--- src/rtl/can_errcap_pkg.sv ---
package can_errcap_pkg;

    localparam int DATA_W = 8;
    localparam int SEL_W  = 2;

    typedef enum logic [SEL_W-1:0] {
        SEL_FLAGS  = 2'd0,
        SEL_ENABLE = 2'd1,
        SEL_CODE   = 2'd2,
        SEL_UNUSED = 2'd3
    } reg_sel_e;

    // flag bit positions (decoded by software)
    localparam int FLG_BUS_ERR    = 0;
    localparam int FLG_WARN       = 1;
    localparam int FLG_PASSIVE    = 2;
    localparam int FLG_BOFF_ENTRY = 3;
    localparam int FLG_BOFF_RECOV = 4;
    localparam int FLG_RX_OVERRUN = 5;
    localparam int FLG_OVERLOAD   = 6;
    localparam int FLG_BUS_LOCK   = 7;

    // code bit positions
    localparam int CODE_STUFF    = 0;
    localparam int CODE_FORM     = 1;
    localparam int CODE_ACK      = 2;
    localparam int CODE_CRC      = 3;
    localparam int CODE_BIT_REC  = 4;
    localparam int CODE_BIT_DOM  = 5;
    localparam int CODE_ACK_DELIM= 6;
    localparam int CODE_MODE     = 7;

endpackage

--- src/rtl/can_errcap_flags.sv ---
module can_errcap_flags #(
    parameter int W = 8
) (
    input  logic         clk,
    input  logic         rst_n,
    input  logic [W-1:0] evt_i,
    input  logic         clr_en_i,
    input  logic [W-1:0] clr_data_i,
    output logic [W-1:0] flags_o
);

    typedef struct packed {
        logic [W-1:0] flags;
    } state_t;

    state_t st_d, st_q;
    logic [W-1:0] keep_mask;

    // a 0 written to a bit clears it; a 1 leaves it alone
    assign keep_mask = clr_en_i ? clr_data_i : {W{1'b1}};

    always_comb begin
        st_d = st_q;
        for (int i = 0; i < W; i++) begin
            // event has priority over a clear in the same cycle
            st_d.flags[i] = evt_i[i] | (st_q.flags[i] & keep_mask[i]);
        end
    end

    always_ff @(posedge clk or negedge rst_n) begin
        if (!rst_n) st_q <= '0;
        else        st_q <= st_d;
    end

    assign flags_o = st_q.flags;

endmodule

--- src/rtl/can_errcap_code.sv ---
module can_errcap_code #(
    parameter int W = 7
) (
    input  logic         clk,
    input  logic         rst_n,
    input  logic [W-1:0] code_evt_i,
    input  logic         wr_en_i,
    input  logic [W:0]   wr_data_i,
    output logic [W:0]   code_o
);

    typedef struct packed {
        logic         accum;
        logic [W-1:0] codes;
    } state_t;

    state_t st_d, st_q;
    logic [W-1:0] kept;
    logic         new_err;

    assign new_err = |code_evt_i;

    always_comb begin
        kept = st_q.codes;
        if (wr_en_i) kept = st_q.codes & wr_data_i[W-1:0];
    end

    always_comb begin
        st_d = st_q;
        if (wr_en_i) st_d.accum = wr_data_i[W];
        // mode in force is the one held before this cycle
        if (st_q.accum)    st_d.codes = kept | code_evt_i;
        else if (new_err)  st_d.codes = code_evt_i;
        else               st_d.codes = kept;
    end

    always_ff @(posedge clk or negedge rst_n) begin
        if (!rst_n) st_q <= '0;
        else        st_q <= st_d;
    end

    assign code_o = {st_q.accum, st_q.codes};

endmodule

--- src/rtl/can_errcap_regif.sv ---
module can_errcap_regif
    import can_errcap_pkg::*;
#(
    parameter int DW = 8
) (
    input  logic             clk,
    input  logic             rst_n,
    input  logic             wr_en_i,
    input  logic [SEL_W-1:0] wr_sel_i,
    input  logic [DW-1:0]    wr_data_i,
    input  logic [SEL_W-1:0] rd_sel_i,
    input  logic [DW-1:0]    flags_i,
    input  logic [DW-1:0]    code_i,
    output logic             flags_wr_o,
    output logic             code_wr_o,
    output logic [DW-1:0]    enable_o,
    output logic [DW-1:0]    rd_data_o
);

    typedef struct packed {
        logic [DW-1:0] enable;
    } state_t;

    state_t st_d, st_q;

    assign flags_wr_o = wr_en_i && (reg_sel_e'(wr_sel_i) == SEL_FLAGS);
    assign code_wr_o  = wr_en_i && (reg_sel_e'(wr_sel_i) == SEL_CODE);

    always_comb begin
        st_d = st_q;
        if (wr_en_i && reg_sel_e'(wr_sel_i) == SEL_ENABLE) st_d.enable = wr_data_i;
    end

    always_ff @(posedge clk or negedge rst_n) begin
        if (!rst_n) st_q <= '0;
        else        st_q <= st_d;
    end

    assign enable_o = st_q.enable;

    always_comb begin
        unique case (reg_sel_e'(rd_sel_i))
            SEL_FLAGS:  rd_data_o = flags_i;
            SEL_ENABLE: rd_data_o = st_q.enable;
            SEL_CODE:   rd_data_o = code_i;
            default:    rd_data_o = '0;
        endcase
    end

endmodule

--- src/rtl/can_errcap.sv ---
module can_errcap
    import can_errcap_pkg::*;
#(
    parameter int FLAG_W = 8,
    parameter int CODE_W = 7
) (
    input  logic              clk,
    input  logic              rst_n,
    input  logic [FLAG_W-1:0] evt_i,
    input  logic [CODE_W-1:0] code_evt_i,
    input  logic              wr_en_i,
    input  logic [SEL_W-1:0]  wr_sel_i,
    input  logic [FLAG_W-1:0] wr_data_i,
    input  logic [SEL_W-1:0]  rd_sel_i,
    output logic [FLAG_W-1:0] rd_data_o,
    output logic [FLAG_W-1:0] flags_o,
    output logic [FLAG_W-1:0] enable_o,
    output logic [FLAG_W-1:0] code_o,
    output logic              irq_o
);

    localparam int CODE_REG_W = CODE_W + 1;

    logic flags_wr, code_wr;
    logic [CODE_REG_W-1:0] code_reg;

    can_errcap_flags #(.W(FLAG_W)) u_flags (
        .clk        (clk),
        .rst_n      (rst_n),
        .evt_i      (evt_i),
        .clr_en_i   (flags_wr),
        .clr_data_i (wr_data_i),
        .flags_o    (flags_o)
    );

    can_errcap_code #(.W(CODE_W)) u_code (
        .clk        (clk),
        .rst_n      (rst_n),
        .code_evt_i (code_evt_i),
        .wr_en_i    (code_wr),
        .wr_data_i  (wr_data_i[CODE_REG_W-1:0]),
        .code_o     (code_reg)
    );

    generate
        if (CODE_REG_W < FLAG_W) begin : g_code_pad
            assign code_o = {{(FLAG_W-CODE_REG_W){1'b0}}, code_reg};
        end else begin : g_code_fit
            assign code_o = code_reg[FLAG_W-1:0];
        end
    endgenerate

    can_errcap_regif #(.DW(FLAG_W)) u_regif (
        .clk        (clk),
        .rst_n      (rst_n),
        .wr_en_i    (wr_en_i),
        .wr_sel_i   (wr_sel_i),
        .wr_data_i  (wr_data_i),
        .rd_sel_i   (rd_sel_i),
        .flags_i    (flags_o),
        .code_i     (code_o),
        .flags_wr_o (flags_wr),
        .code_wr_o  (code_wr),
        .enable_o   (enable_o),
        .rd_data_o  (rd_data_o)
    );

    assign irq_o = |(flags_o & enable_o);

endmodule

--- config.mk ---
export PLATFORM = sky130hd
export DESIGN_NAME = can_errcap
export DESIGN_NICKNAME = d
export VERILOG_FILES = /design/src/rtl/can_errcap_pkg.sv /design/src/rtl/can_errcap_flags.sv /design/src/rtl/can_errcap_code.sv /design/src/rtl/can_errcap_regif.sv /design/src/rtl/can_errcap.sv
export SDC_FILE = /design/constraint.sdc
export NUM_CORES = 1
export LEC_CHECK = 0
export BUFFER_PORTS_ARGS = -buffer_cell sky130_fd_sc_hd__buf_2
export CAP_MARGIN = 15
export CELL_PAD_IN_SITES_DETAIL_PLACEMENT = 0
export CELL_PAD_IN_SITES_GLOBAL_PLACEMENT = 1
export CORE_UTILIZATION = 29
export DETAILED_ROUTE_END_ITERATION = 8
export PLACE_DENSITY_LB_ADDON = 0.3
export RECOVER_POWER = 25
export SYNTH_ARGS = -nofsm -noshare
export SYNTH_HDL_FRONTEND = slang
export SYNTH_SLANG_ARGS = --single-unit
export TNS_END_PERCENT = 1
--- constraint.sdc ---
create_clock -name clk -period 0.9 [get_ports clk]
set_input_delay 0.09 -clock clk [delete_from_list [all_inputs] [get_ports clk]]
set_output_delay 0.09 -clock clk [all_outputs]
set_load 0.1 [all_outputs]
# After elaboration in Yosys (flattened, before gate mapping)
# Cells that the tools add are included.
[classes]
n_eq_ne = 4
mux = 5
bitwise_logic = 19
n_reduce_logical = 7
[ops]
columns = ["operator", "n"]
rows = [
  ["case mux 8 bit (3 select lines)", 1],
  ["two-way mux 7 bit", 3],
  ["bitwise AND 1 bit", 8],
  ["bitwise AND 8 bit", 1],
  ["two-way mux 8 bit", 1],
  ["bitwise OR 1 bit", 8],
  ["OR reduction 8 bit", 1],
  ["bitwise AND 7 bit", 1],
  ["bitwise OR 7 bit", 1],
  ["OR reduction 7 bit", 1],
  ["== test 2 x 1 -> 1 bit, second input constant", 2],
  ["== test 2 bit, second input constant", 2],
  ["zero test 2 bit", 2],
  ["logical AND 1 bit", 3],
]
[totals]
register_bits = 24
input_bits = 30
out_inout_bits = 33
word_cells = 39

# Longest topological paths before layout
[logic_depth]
word_depth = 5
depth_mapped = 5
ltp_nobuf = 3

# Cells and area by module
# A second synthesis with hierarchy kept.
[unflattened]
hier_cells = 95
area_unflattened_um2 = 1182.4
[by_module_without_submodules]
columns = ["module", "n_inst", "cells_each", "area_each_um2", "seq_area_each_um2"]
rows = [
  ["can_errcap_regif", 1, 39, 506.7, 200.2],
  ["can_errcap_code", 1, 27, 329.1, 200.2],
  ["can_errcap_flags", 1, 24, 310.3, 200.2],
  ["can_errcap", 1, 5, 36.3, 0.0],
]

# Least setup slack after synthesis
# No wires, ideal clock.
[synth_path]
path_kind = "reg-to-output"
start = "register u_flags.st_q, in the netlist u_flags.flags_o[0]"
end = "output rd_data_o[0]"
arrival_time_ps = 3230
t_required_ps = 810
slack_ps = -2420
stages_incl_launch_ff = 3
cell_sequence = "dfrtp_1 mux2i_1 o21ai_0"
[synth_between]
elab_chain_len = 1
[synth_rtl]
columns = ["item", "line_no", "text"]
rows = [
  ["start, declared", "can_errcap_flags.sv:16", "state_t st_d, st_q;"],
  ["start signal, assigned", "can_errcap_flags.sv:32", "else st_q <= st_d;"],
  ["case mux 8 bit (3 select lines)", "can_errcap_regif.sv:42", "unique case (reg_sel_e'(rd_sel_i))"],
  ["end, declared", "can_errcap.sv:15", "output logic [FLAG_W-1:0] rd_data_o,"],
]
# Every way passes these cells.

# Worst setup path in the final report
[layout_path]
start = "register u_regif.st_q, in the netlist u_regif.enable_o[0]"
end = "output irq_o"
[layout_between]
elab_chain_len = 2
[layout_rtl]
columns = ["item", "line_no", "text"]
rows = [
  ["start, declared", "can_errcap_regif.sv:24", "state_t st_d, st_q;"],
  ["start signal, assigned", "can_errcap_regif.sv:36", "else st_q <= st_d;"],
  ["bitwise AND 8 bit", "can_errcap.sv:68", "assign irq_o = |(flags_o & enable_o);"],
  ["OR reduction 8 bit", "can_errcap.sv:68", ""],
  ["end, declared", "can_errcap.sv:19", "output logic irq_o"],
]
# Every way passes these cells.

==> summary.md <==
| Metric | Value |
|---|---|
| Status | complete, but fails checks |
| Failing checks | setup timing |
| Die area | between 0.004 and 0.005 mm² |
| Initial antenna violation count | 0 |
| Largest net degree at the start of global routing | 25 |
| Setup crit end kind | output port |
| Startpoint type of the worst setup path | register |
| Worst rel slew slack | between 50% and 60% |
| Vias per cell | just under 5 |
| Final worst slack | -567 ps |
| PwrDens | 2000 mW/mm² |
| First-pass GRT wire length | 6730 µm |
| Syn avg cell area | ~12 µm² |
| Reg area | 646 µm² |
| CTS Sinks | 24 |
| Static leakage | roughly 0.0012 µW |
| Initial Util | 31.4% |
| Mapped cell area | 0.00119 mm² |
| Crit path required time | around 800 ps |
| Port Buffer Count | 62 |
| Worst skew pair latency | between 200 and 300 ps |
| Synthesized flop and latch total | 24 |
| Total power | around 5600 µW |
| CTS buffer count | 3 |
| Antenna diode count | 0 |
| Fraction of layout cells with a size suffix above 1 | between 80% and 90% |
| IO Pins | 63 |
| Slew Limit Fails | 0 |
| Crit Path Class | reg -> out |
| Die Wd | about 66 µm |
| Synth top area cells | dfrtp_1 (50%), nand2b_1 (7.9%), mux2_2 (7.5%) |
| Max VDD drop | 1.26 mV |
| Setup tns final | -10750 ps |
| Clock buffer depth | 2 |
| Share of the synthesized area in the top cell type | slightly above 50% |
| Worst Path Max Fanout | 3 |
| Fin crit period | between 1000 and 1500 ps |
| GR Overflow Total | 0 |
| Yosys warning count | 0 |
| Detail Placement HPWL | around 3200 µm |
| Worst slew pin tran | approximately 620 ps |
| Post-synth EDFFs | 0 |
| Hold Violations, Final | 0 |
| Synthesized Nets | between 100 and 150 |
| CORE AREA | roughly 0.0038 mm² |
| Vias in the first global route | roughly 1400 |
| Unique masters post-synth | 20 |
| Fillcell total | between 200 and 250 |
| Row count | 22 |
| Yosys top cell by area | dfrtp_1 |
| Total track usage | 21.1% |
| Register area share after synthesis | 50.3% |
| Final design utilization | between 70% and 80% |
| Clk_skew | roughly 2 ps |
| DIE HEIGHT | around 66 µm |
| Endpoints failing setup | 50 |
| DR pass1 iterations | 4 |
| Wire per inst | approximately 16 µm |
| Crit path DAT | approximately 1400 ps |
| Final Wtd Congestion | between 0.8 and 0.9 |
| DR iter-0 viols | 38 |
| FMAX | a little under 700 MHz |
| Max cap viols | 0 |
| Place WS | -349 ps |
| Final ANT Viol Nets | 0 |
| DRC | 0 |
| Top-count cell post-synth | dfrtp_1 |
| H-tree level count | 1 |
| Async S/R FF share, synth | between 90% and 100% |
| Fin crit share | 163% |
| Final net count | approximately 240 |
| TritonCTS clock tree | done |
| Unrepaired setup endpoints after global routing | yes |
| Syn Inst Count | around 100 |
| Multi-input logic area | 777 µm² |
| Detailed-route via count | between 1000 and 1500 |
| Top cells by count, synth | dfrtp_1 (24), nand2b_1 (15) |
| Routed wire length | 4180 µm |
| Clk slew on worst S/H paths | 90 ps |
| Post-synth top flop | dfrtp_1 |
| Clock Tree Root | clkbuf_8 |
| HP Class | in -> reg |
| Area Overhead vs Synth | 134% |
[per-layer routing]
metal / vias to the layer above / GRT usage, % / share of wire, %
li1: 579 / - / -
met1: 616 / 25.4 / 40
met2: 38 / 39.8 / 55
met3: 3 / 2.59 / 4.4
met4: 0 / 3.99 / 0.55
met5: - / 0 / 0
[worst max-delay path, cell delays in order (launching register included)]
cell	delay, ps
dfrtp_4	490
a22oi_2	200
nand4_1	190
buf_8	230
[power by group]
group	leakage, µW	switching [µW]	internal (µW)
registers	0.000248	156	1240
clock network	0.0000357	351	595
logic	0.000943	1890	1350
total	0.00123	2390	3180
[cells in the final DEF (no fill, tap or decap), drive strengths merged, types with 4 or more instances in the layout]
cell type	netlist	final
buf	4	102
dfrtp	24	24
o21ai	16	16
nand2b	15	15
mux2	9	9
nand2	8	8
mux2i	8	8
a31o	7	7
a22oi	4	4
clkbuf	0	4
[through the flow]
stage | hold slack, ps | cells | cell area (µm²)
6_report | 0.977 | 255 | 2790
5_1_grt | -1.08 | 255 | 2790
4_1_cts | 0.856 | 255 | 2760
3_5_place_dp | 108 | 250 | 2490
3_3_place_gp | 98.9 | 250 | 2490
2_1_floorplan | -206 | 103 | 1330
[area by class of cell]
| type | count | share of cell area [%] |
|---|---|---|
| multi-input combinational | 75 | 27.8 |
| timing repair buffer | 104 | 44.3 |
| tap | 48 | 2.15 |
| sequential | 24 | 23.1 |
| clock buffer | 3 | 1.48 |
| clock inverter | 1 | 1.08 |
[flip-flops by register name (all words and copies together), names as in the netlist]
register / flops
u_code.code_o: 8
u_flags.flags_o: 8
u_regif.enable_o: 8
[repair_timing]
item / in CTS / in global routing
setup endpoints to repair: 50 / 50
hold buffers: 1 / 0
endpoints found under the hold margin: 24 / 0
buffers inserted: 0 / 0
pin swaps: 1 / 1
resized for setup: 45 / 6
[kinds of logic (layout without fill, tap and decap cells)]
| group | after synthesis | count (layout) | synth area share (%) |
|---|---|---|---|
| AND/OR/NAND/NOR | 30 | 30 | 14.8 |
| AO/OA/AOI/OAI | 28 | 28 | 17.5 |
| multiplexers | 17 | 17 | 15.2 |
| buffers and inverters | 4 | 108 | 2.20 |
| flip-flops | 24 | 24 | 50.3 |
[worst paths after layout]
path	start	slack [ps]	endpoint	cells past startpoint
worst max register to register	u_regif.enable_o[4]$_DFFE_PN0P_	-200	u_regif.enable_o[4]$_DFFE_PN0P_	3
max in group asynchronous	rst_n	60	u_flags.flags_o[1]$_DFF_PN0_	2
worst min register to register	u_code.code_o[0]$_DFF_PN0_	570	u_code.code_o[0]$_DFF_PN0_	1
worst max-delay path	u_regif.enable_o[0]$_DFFE_PN0P_	-570	irq_o	3
worst min-delay path	evt_i[6]	1	u_flags.flags_o[6]$_DFF_PN0_	2
min in group asynchronous	rst_n	380	u_flags.flags_o[6]$_DFF_PN0_	2
(Power assumes the default switching activity.)
